File: src/rtl/junction_pkg.sv
package junction_pkg;

  typedef enum logic [1:0] {
    PH_MAIN_GO   = 2'd0,
    PH_MAIN_WARN = 2'd1,
    PH_SIDE_GO   = 2'd2,
    PH_SIDE_WARN = 2'd3
  } phase_t;

  localparam logic [2:0] LAMP_RED = 3'b100;
  localparam logic [2:0] LAMP_YEL = 3'b010;
  localparam logic [2:0] LAMP_GRN = 3'b001;

  function automatic phase_t phase_after(phase_t p);
    case (p)
      PH_MAIN_GO:   return PH_MAIN_WARN;
      PH_MAIN_WARN: return PH_SIDE_GO;
      PH_SIDE_GO:   return PH_SIDE_WARN;
      default:      return PH_MAIN_GO;
    endcase
  endfunction

  function automatic logic is_green_phase(phase_t p);
    return (p == PH_MAIN_GO) || (p == PH_SIDE_GO);
  endfunction

  function automatic logic [2:0] main_lamps(phase_t p);
    case (p)
      PH_MAIN_GO:   return LAMP_GRN;
      PH_MAIN_WARN: return LAMP_YEL;
      default:      return LAMP_RED;
    endcase
  endfunction

  function automatic logic [2:0] side_lamps(phase_t p);
    case (p)
      PH_SIDE_GO:   return LAMP_GRN;
      PH_SIDE_WARN: return LAMP_YEL;
      default:      return LAMP_RED;
    endcase
  endfunction

endpackage

File: src/rtl/tick_prescaler.sv
module tick_prescaler #(
  parameter int unsigned CLKS_PER_TICK = 125_000_000
) (
  input  logic clk,
  input  logic rst,
  input  logic clear_i,
  output logic tick_o
);
  localparam int unsigned PW = (CLKS_PER_TICK > 1) ? $clog2(CLKS_PER_TICK) : 1;
  localparam logic [PW-1:0] LAST = PW'(CLKS_PER_TICK - 1);

  logic [PW-1:0] div_q;
  logic          wrap;

  assign wrap   = (div_q == LAST);
  assign tick_o = wrap && !clear_i;

  always_ff @(posedge clk) begin
    if (rst || clear_i) div_q <= '0;
    else if (wrap)      div_q <= '0;
    else                div_q <= div_q + 1'b1;
  end

  a_r3_div_bound: assert property (@(posedge clk) disable iff (rst)
    div_q <= LAST);

endmodule

File: src/rtl/interval_timer.sv
module interval_timer #(
  parameter int unsigned LIMIT_TICKS = 25
) (
  input  logic clk,
  input  logic rst,
  input  logic restart_i,
  input  logic tick_i,
  output logic expired_o
);
  localparam int unsigned CW = $clog2(LIMIT_TICKS + 1);
  localparam logic [CW-1:0] FINAL = CW'(LIMIT_TICKS - 1);

  logic [CW-1:0] count_q;
  logic          done_q;

  assign expired_o = done_q;

  always_ff @(posedge clk) begin
    if (rst || restart_i) begin
      count_q <= '0;
      done_q  <= 1'b0;
    end else if (tick_i && !done_q) begin
      count_q <= count_q + 1'b1;
      if (count_q == FINAL) done_q <= 1'b1;
    end
  end

  a_r7_restart_clears: assert property (@(posedge clk) disable iff (rst)
    restart_i |=> !expired_o);
  a_r2_expiry_sticks: assert property (@(posedge clk) disable iff (rst)
    (expired_o && !restart_i) |=> expired_o);
  a_r3_count_waits_tick: assert property (@(posedge clk) disable iff (rst)
    (!tick_i && !restart_i) |=> $stable(count_q));

endmodule

File: src/rtl/sensor_sync.sv
module sensor_sync #(
  parameter int unsigned STAGES = 2
) (
  input  logic clk,
  input  logic rst,
  input  logic async_i,
  output logic sync_o
);
  logic [STAGES-1:0] chain_q;

  always_ff @(posedge clk) begin
    if (rst) chain_q <= '0;
    else     chain_q <= {chain_q[STAGES-2:0], async_i};
  end

  assign sync_o = chain_q[STAGES-1];

endmodule

File: src/rtl/phase_fsm.sv
module phase_fsm
  import junction_pkg::*;
(
  input  logic   clk,
  input  logic   rst,
  input  logic   vehicle_i,
  input  logic   long_done_i,
  input  logic   short_done_i,
  output phase_t phase_o,
  output logic   advance_o,
  output logic   restart_long_o,
  output logic   restart_short_o
);
  phase_t phase_q, phase_d;

  always_comb begin
    phase_d = phase_q;
    case (phase_q)
      PH_MAIN_GO:   if (long_done_i && vehicle_i)   phase_d = phase_after(phase_q);
      PH_MAIN_WARN: if (short_done_i)               phase_d = phase_after(phase_q);
      PH_SIDE_GO:   if (long_done_i || !vehicle_i)  phase_d = phase_after(phase_q);
      default:      if (short_done_i)               phase_d = phase_after(phase_q);
    endcase
  end

  assign advance_o       = (phase_d != phase_q);
  assign restart_long_o  = advance_o && is_green_phase(phase_d);
  assign restart_short_o = advance_o && !is_green_phase(phase_d);
  assign phase_o         = phase_q;

  always_ff @(posedge clk) begin
    if (rst) phase_q <= PH_MAIN_GO;
    else     phase_q <= phase_d;
  end

  a_r1_order: assert property (@(posedge clk) disable iff (rst)
    (phase_q != $past(phase_q)) |-> (phase_q == phase_after($past(phase_q))));
  a_r2_main_hold: assert property (@(posedge clk) disable iff (rst)
    (phase_q == PH_MAIN_GO && !(long_done_i && vehicle_i)) |=> phase_q == PH_MAIN_GO);
  a_r3_warn_hold: assert property (@(posedge clk) disable iff (rst)
    (!is_green_phase(phase_q) && !short_done_i) |=> $stable(phase_q));
  a_r4_side_exit: assert property (@(posedge clk) disable iff (rst)
    (phase_q == PH_SIDE_GO && (long_done_i || !vehicle_i)) |=> phase_q == PH_SIDE_WARN);

endmodule

File: src/rtl/junction_signal_ctrl.sv
module junction_signal_ctrl
  import junction_pkg::*;
#(
  parameter int unsigned CLKS_PER_TICK = 125_000_000,
  parameter int unsigned LONG_TICKS    = 25,
  parameter int unsigned SHORT_TICKS   = 4
) (
  input  logic       clk,
  input  logic       rst,
  input  logic       side_vehicle_i,
  output logic [1:0] phase_o,
  output logic [2:0] main_lamp_o,
  output logic [2:0] side_lamp_o
);
  localparam int unsigned N_TIMERS = 2;
  localparam int unsigned IDX_LONG = 0;
  localparam int unsigned IDX_SHORT = 1;

  logic   vehicle_s;
  logic   sec_tick;
  logic   advance;
  logic   restart_long, restart_short;
  phase_t phase;
  logic [N_TIMERS-1:0] timer_restart;
  logic [N_TIMERS-1:0] timer_done;

  sensor_sync #(.STAGES(2)) u_sync (
    .clk     (clk),
    .rst     (rst),
    .async_i (side_vehicle_i),
    .sync_o  (vehicle_s)
  );

  tick_prescaler #(.CLKS_PER_TICK(CLKS_PER_TICK)) u_presc (
    .clk     (clk),
    .rst     (rst),
    .clear_i (advance),
    .tick_o  (sec_tick)
  );

  assign timer_restart[IDX_LONG]  = restart_long;
  assign timer_restart[IDX_SHORT] = restart_short;

  for (genvar t = 0; t < N_TIMERS; t++) begin : g_timer
    localparam int unsigned LIM = (t == IDX_LONG) ? LONG_TICKS : SHORT_TICKS;
    interval_timer #(.LIMIT_TICKS(LIM)) u_timer (
      .clk       (clk),
      .rst       (rst),
      .restart_i (timer_restart[t]),
      .tick_i    (sec_tick),
      .expired_o (timer_done[t])
    );
  end

  phase_fsm u_fsm (
    .clk             (clk),
    .rst             (rst),
    .vehicle_i       (vehicle_s),
    .long_done_i     (timer_done[IDX_LONG]),
    .short_done_i    (timer_done[IDX_SHORT]),
    .phase_o         (phase),
    .advance_o       (advance),
    .restart_long_o  (restart_long),
    .restart_short_o (restart_short)
  );

  assign phase_o     = phase;
  assign main_lamp_o = main_lamps(phase);
  assign side_lamp_o = side_lamps(phase);

  a_r6_one_lamp_each: assert property (@(posedge clk) disable iff (rst)
    ($countones(main_lamp_o) == 1) && ($countones(side_lamp_o) == 1));
  a_r6_cross_red: assert property (@(posedge clk) disable iff (rst)
    main_lamp_o[2] || side_lamp_o[2]);
  a_r7_single_restart: assert property (@(posedge clk) disable iff (rst)
    $countones(timer_restart) <= 1);

endmodule

File: config.mk
export PLATFORM = sky130hd
export DESIGN_NAME = junction_signal_ctrl
export DESIGN_NICKNAME = d
export VERILOG_FILES = /design/src/rtl/junction_pkg.sv /design/src/rtl/tick_prescaler.sv /design/src/rtl/interval_timer.sv /design/src/rtl/sensor_sync.sv /design/src/rtl/phase_fsm.sv /design/src/rtl/junction_signal_ctrl.sv
export SDC_FILE = /design/constraint.sdc
export NUM_CORES = 1
export LEC_CHECK = 0
export BUFFER_PORTS_ARGS = -buffer_cell sky130_fd_sc_hd__buf_4
export CELL_PAD_IN_SITES_DETAIL_PLACEMENT = 1
export CELL_PAD_IN_SITES_GLOBAL_PLACEMENT = 1
export CORE_MARGIN = 4
export CORE_UTILIZATION = 49
export CTS_CLUSTER_DIAMETER = 50
export DETAILED_ROUTE_END_ITERATION = 7
export GPL_ROUTABILITY_DRIVEN = 0
export MAX_ROUTING_LAYER = met4
export PLACE_DENSITY = 0.86
export SLEW_MARGIN = 20
export SYNTH_ARGS = -nofsm -noshare
export SYNTH_HDL_FRONTEND = slang
export SYNTH_SLANG_ARGS = --single-unit
File: constraint.sdc
create_clock -name clk -period 6 [get_ports clk]
set_clock_uncertainty 0.2 [all_clocks]
set_input_delay 0.9 -clock clk [delete_from_list [all_inputs] [get_ports clk]]
set_output_delay 0.9 -clock clk [all_outputs]
set_load 0.03 [all_outputs]
==> impl_metrics.env <==
export IMPL_outcome="complete, no violations"
export IMPL_syn_cell_area_mm2=0.00208
export IMPL_port_buffers=10
export IMPL_min_path_type="flop to flop"
export IMPL_syn_num_nets=250
export IMPL_synth_compound_area_share=0.142
export IMPL_postCtsSetupBuffers=0
export IMPL_clk_pin_slew_ns=0.08
export IMPL_synthFlopType="dfxtp_1"
export IMPL_routed_via_density=6.17
export IMPL_finalHoldViolations=0
export IMPL_cts_made_buffers=5
export IMPL_first_global_vias=1816
export IMPL_drt_wl_total_um=5000
export IMPL_coreArea_mm2=0.00406
export IMPL_htree_levels=2
export IMPL_yosysTopAreaCell="dfxtp_1"
export IMPL_drcViolationCount=0
export IMPL_ioPinCount=11
export IMPL_p_seq_frac=0.563
export IMPL_dieArea_mm2=0.00534
export IMPL_track_usage=0.211
export IMPL_post_synth_top_count_cell="dfxtp_1"
export IMPL_end_kind="flop"
export IMPL_yosys_area_share_xor_xnor=0.0591
export IMPL_relSlewSlack=0.477
export IMPL_dp_slack_ns=3.26
export IMPL_nets=252
export IMPL_seq_area_frac_synth=0.395
export IMPL_crit_type="flop to flop"
export IMPL_die_height_um=73.1
export IMPL_cp_required_ns=6.04
export IMPL_pwr_share_clk=0.412
export IMPL_slew_viol_final=0
export IMPL_overflow=0
export IMPL_hold_buffers=0
export IMPL_row_count=23
export IMPL_fin_crit_sh=0.466
export IMPL_first_pass_iters=4
export IMPL_synth_area_leaders="dfxtp_1 40%, a211oi_1 4.3%, nand4_1 3.9%, nand3_1 3.9%, nor3_1 3.9%"
export IMPL_grt_first_pass_wirelength_um=8500
export IMPL_p_int_uw=383
export IMPL_synth_common_cells="41 x dfxtp_1, 16 x nand3_1, 16 x nor3_1"
export IMPL_antenna_found_initial=0
export IMPL_leakage_nw=0.757
export IMPL_synth_fa_ha_area_frac=0.0301
export IMPL_worstMarginPinSlew_ns=0.783
export IMPL_drv_cap=0
export IMPL_fin_crit_ns=2.80
export IMPL_yosys_warnings=0
export IMPL_clock_path_buffers=2
export IMPL_syn2layout_area_growth_pct=9.10
export IMPL_hpwlAfterDp_um=3480
export IMPL_synthMuxAreaShare=0.0108
export IMPL_cts_sinks=41
export IMPL_initial_core_util=0.512
export IMPL_comb_power_share=0.025
export IMPL_fin_setup_tns_ns=0
export IMPL_ir_worst_vdd_mv=0.115
export IMPL_synth_top_cell_area_share=0.395
export IMPL_synth_avg_cell_area_um2=8.58
export IMPL_synth_simple_area_share=0.319
export IMPL_clock_tree_root_cell="clkbuf_8"
export IMPL_num_antenna_cells=0
export IMPL_synthArstFlopShare=0
export IMPL_setup_viol=0
export IMPL_fmax_ghz=0.357
export IMPL_synth_top_family_by_area="simple AND/OR/NAND/NOR gates"
export IMPL_synthCells=242
export IMPL_postRouteAntennaNets=0
export IMPL_cts_tree="done"
export IMPL_cp_arrival_ns=2.84
export IMPL_clkLatencyLatePin_ns=0.30
export IMPL_die_x_um=73.1
export IMPL_rsz0062_at_grt="no"
export IMPL_ys_ff_latch=41
export IMPL_synth_edff_count=0
export IMPL_grt_max_degree=30
export IMPL_switching_share=0.222
export IMPL_drive_above_1_share=0.122
export IMPL_fin_ws_ns=3.20
export IMPL_vias=1819
export IMPL_switchingPower_uw=109
export IMPL_p_per_area_mw_per_mm2=217
export IMPL_crit_fanout=29
export IMPL_detail_route_wl_per_cell_um=16.9
export IMPL_drt_initial_drc_count=71
export IMPL_postCtsResizedCells=0
export IMPL_start_kind="flop"
export IMPL_synth_cell_types=41
[final cells by class]
cell class | count | area [µm²]
clock buffer | 7 | 96.3
clock inverter | 1 | 5.00
fill | 485 | 1790
inverter | 6 | 22.5
multi-input combinational | 180 | 1180
sequential | 41 | 821
tap | 50 | 62.6
timing repair buffer | 10 | 75.1
[flip-flops by register name (all words and copies together) (netlist names)]
name                       count
u_fsm.phase_o                  2
u_sync.chain_q                 2
g_timer.u_timer.count_q        8
g_timer.u_timer.expired_o      2
u_presc.div_q                 27
[final timing paths]
kind	start	endpoint	slack (ns)	cells past startpoint
worst max register to register	u_presc.div_q[0]$_SDFF_PP0_	g_timer[0].u_timer.count_q[4]$_SDFFE_PP0P_	3.20	5
worst min-delay path	u_sync.chain_q[0]$_SDFF_PP0_	u_sync.chain_q[1]$_SDFF_PP0_	0.26	1
worst min register to register	u_sync.chain_q[0]$_SDFF_PP0_	u_sync.chain_q[1]$_SDFF_PP0_	0.26	1
worst max-delay path	u_presc.div_q[0]$_SDFF_PP0_	g_timer[0].u_timer.count_q[4]$_SDFFE_PP0P_	3.20	5
[cell families after synthesis]
group,after synthesis
XOR/XNOR,14
adder cells (fa/ha/maj),5
flip-flops,41
multiplexers,2
buffers and inverters,21
AO/OA/AOI/OAI,45
AND/OR/NAND/NOR,114
[metrics by stage]
stage	hold WS, ns	cells	utilization	cell area (µm²)	power (mW)
floorplan	0.214	242	-	2080	0.291
finish	0.259	295	0.558	2260	0.492
global placement	0.216	287	0.530	2150	0.294
CTS	0.260	295	0.558	2260	0.498
global route	0.277	295	0.558	2260	0.508
detailed placement	0.248	287	0.533	2160	0.296
[power groups by stage]
| stage | clock network (mW) | logic [mW] | registers, mW |
|---|---|---|---|
| after floorplan | 0 | 0.00781 | 0.283 |
| after global placement | 0 | 0.0113 | 0.283 |
| after detailed placement | 0 | 0.0123 | 0.283 |
| after CTS | 0.209 | 0.0125 | 0.277 |
| after global routing | 0.217 | 0.0136 | 0.278 |
| final | 0.203 | 0.0122 | 0.277 |
[cells in the final DEF (no fill, tap or decap), types with 9 or more instances in the layout]
cell type,synthesis,routed
or3_1,9,9
nor3_1,16,16
nor2_1,14,13
nand2_1,11,11
xor2_1,9,9
a211oi_1,12,12
dfxtp_1,41,41
nand3_1,16,16
nand4_1,13,13
buf_4,2,10
o21ai_0,9,9
[metal layers]
metal | routed length, µm | up-vias | global-route usage
met3 | 181 | 9 | 0.0455
li1 | - | 904 | -
met1 | 2280 | 878 | 0.259
met2 | 2440 | 28 | 0.335
met5 | 0 | - | -
met4 | 93 | 0 | 0.0820
[critical path, cell delays in order, from the launching register on]
cell     delay [ns]
dfxtp_1        0.41
ha_1           0.34
nand4_1        0.21
or4b_1         0.72
nor2_4         0.59
a31o_2         0.25
Power figures use the tool's default switching activity.
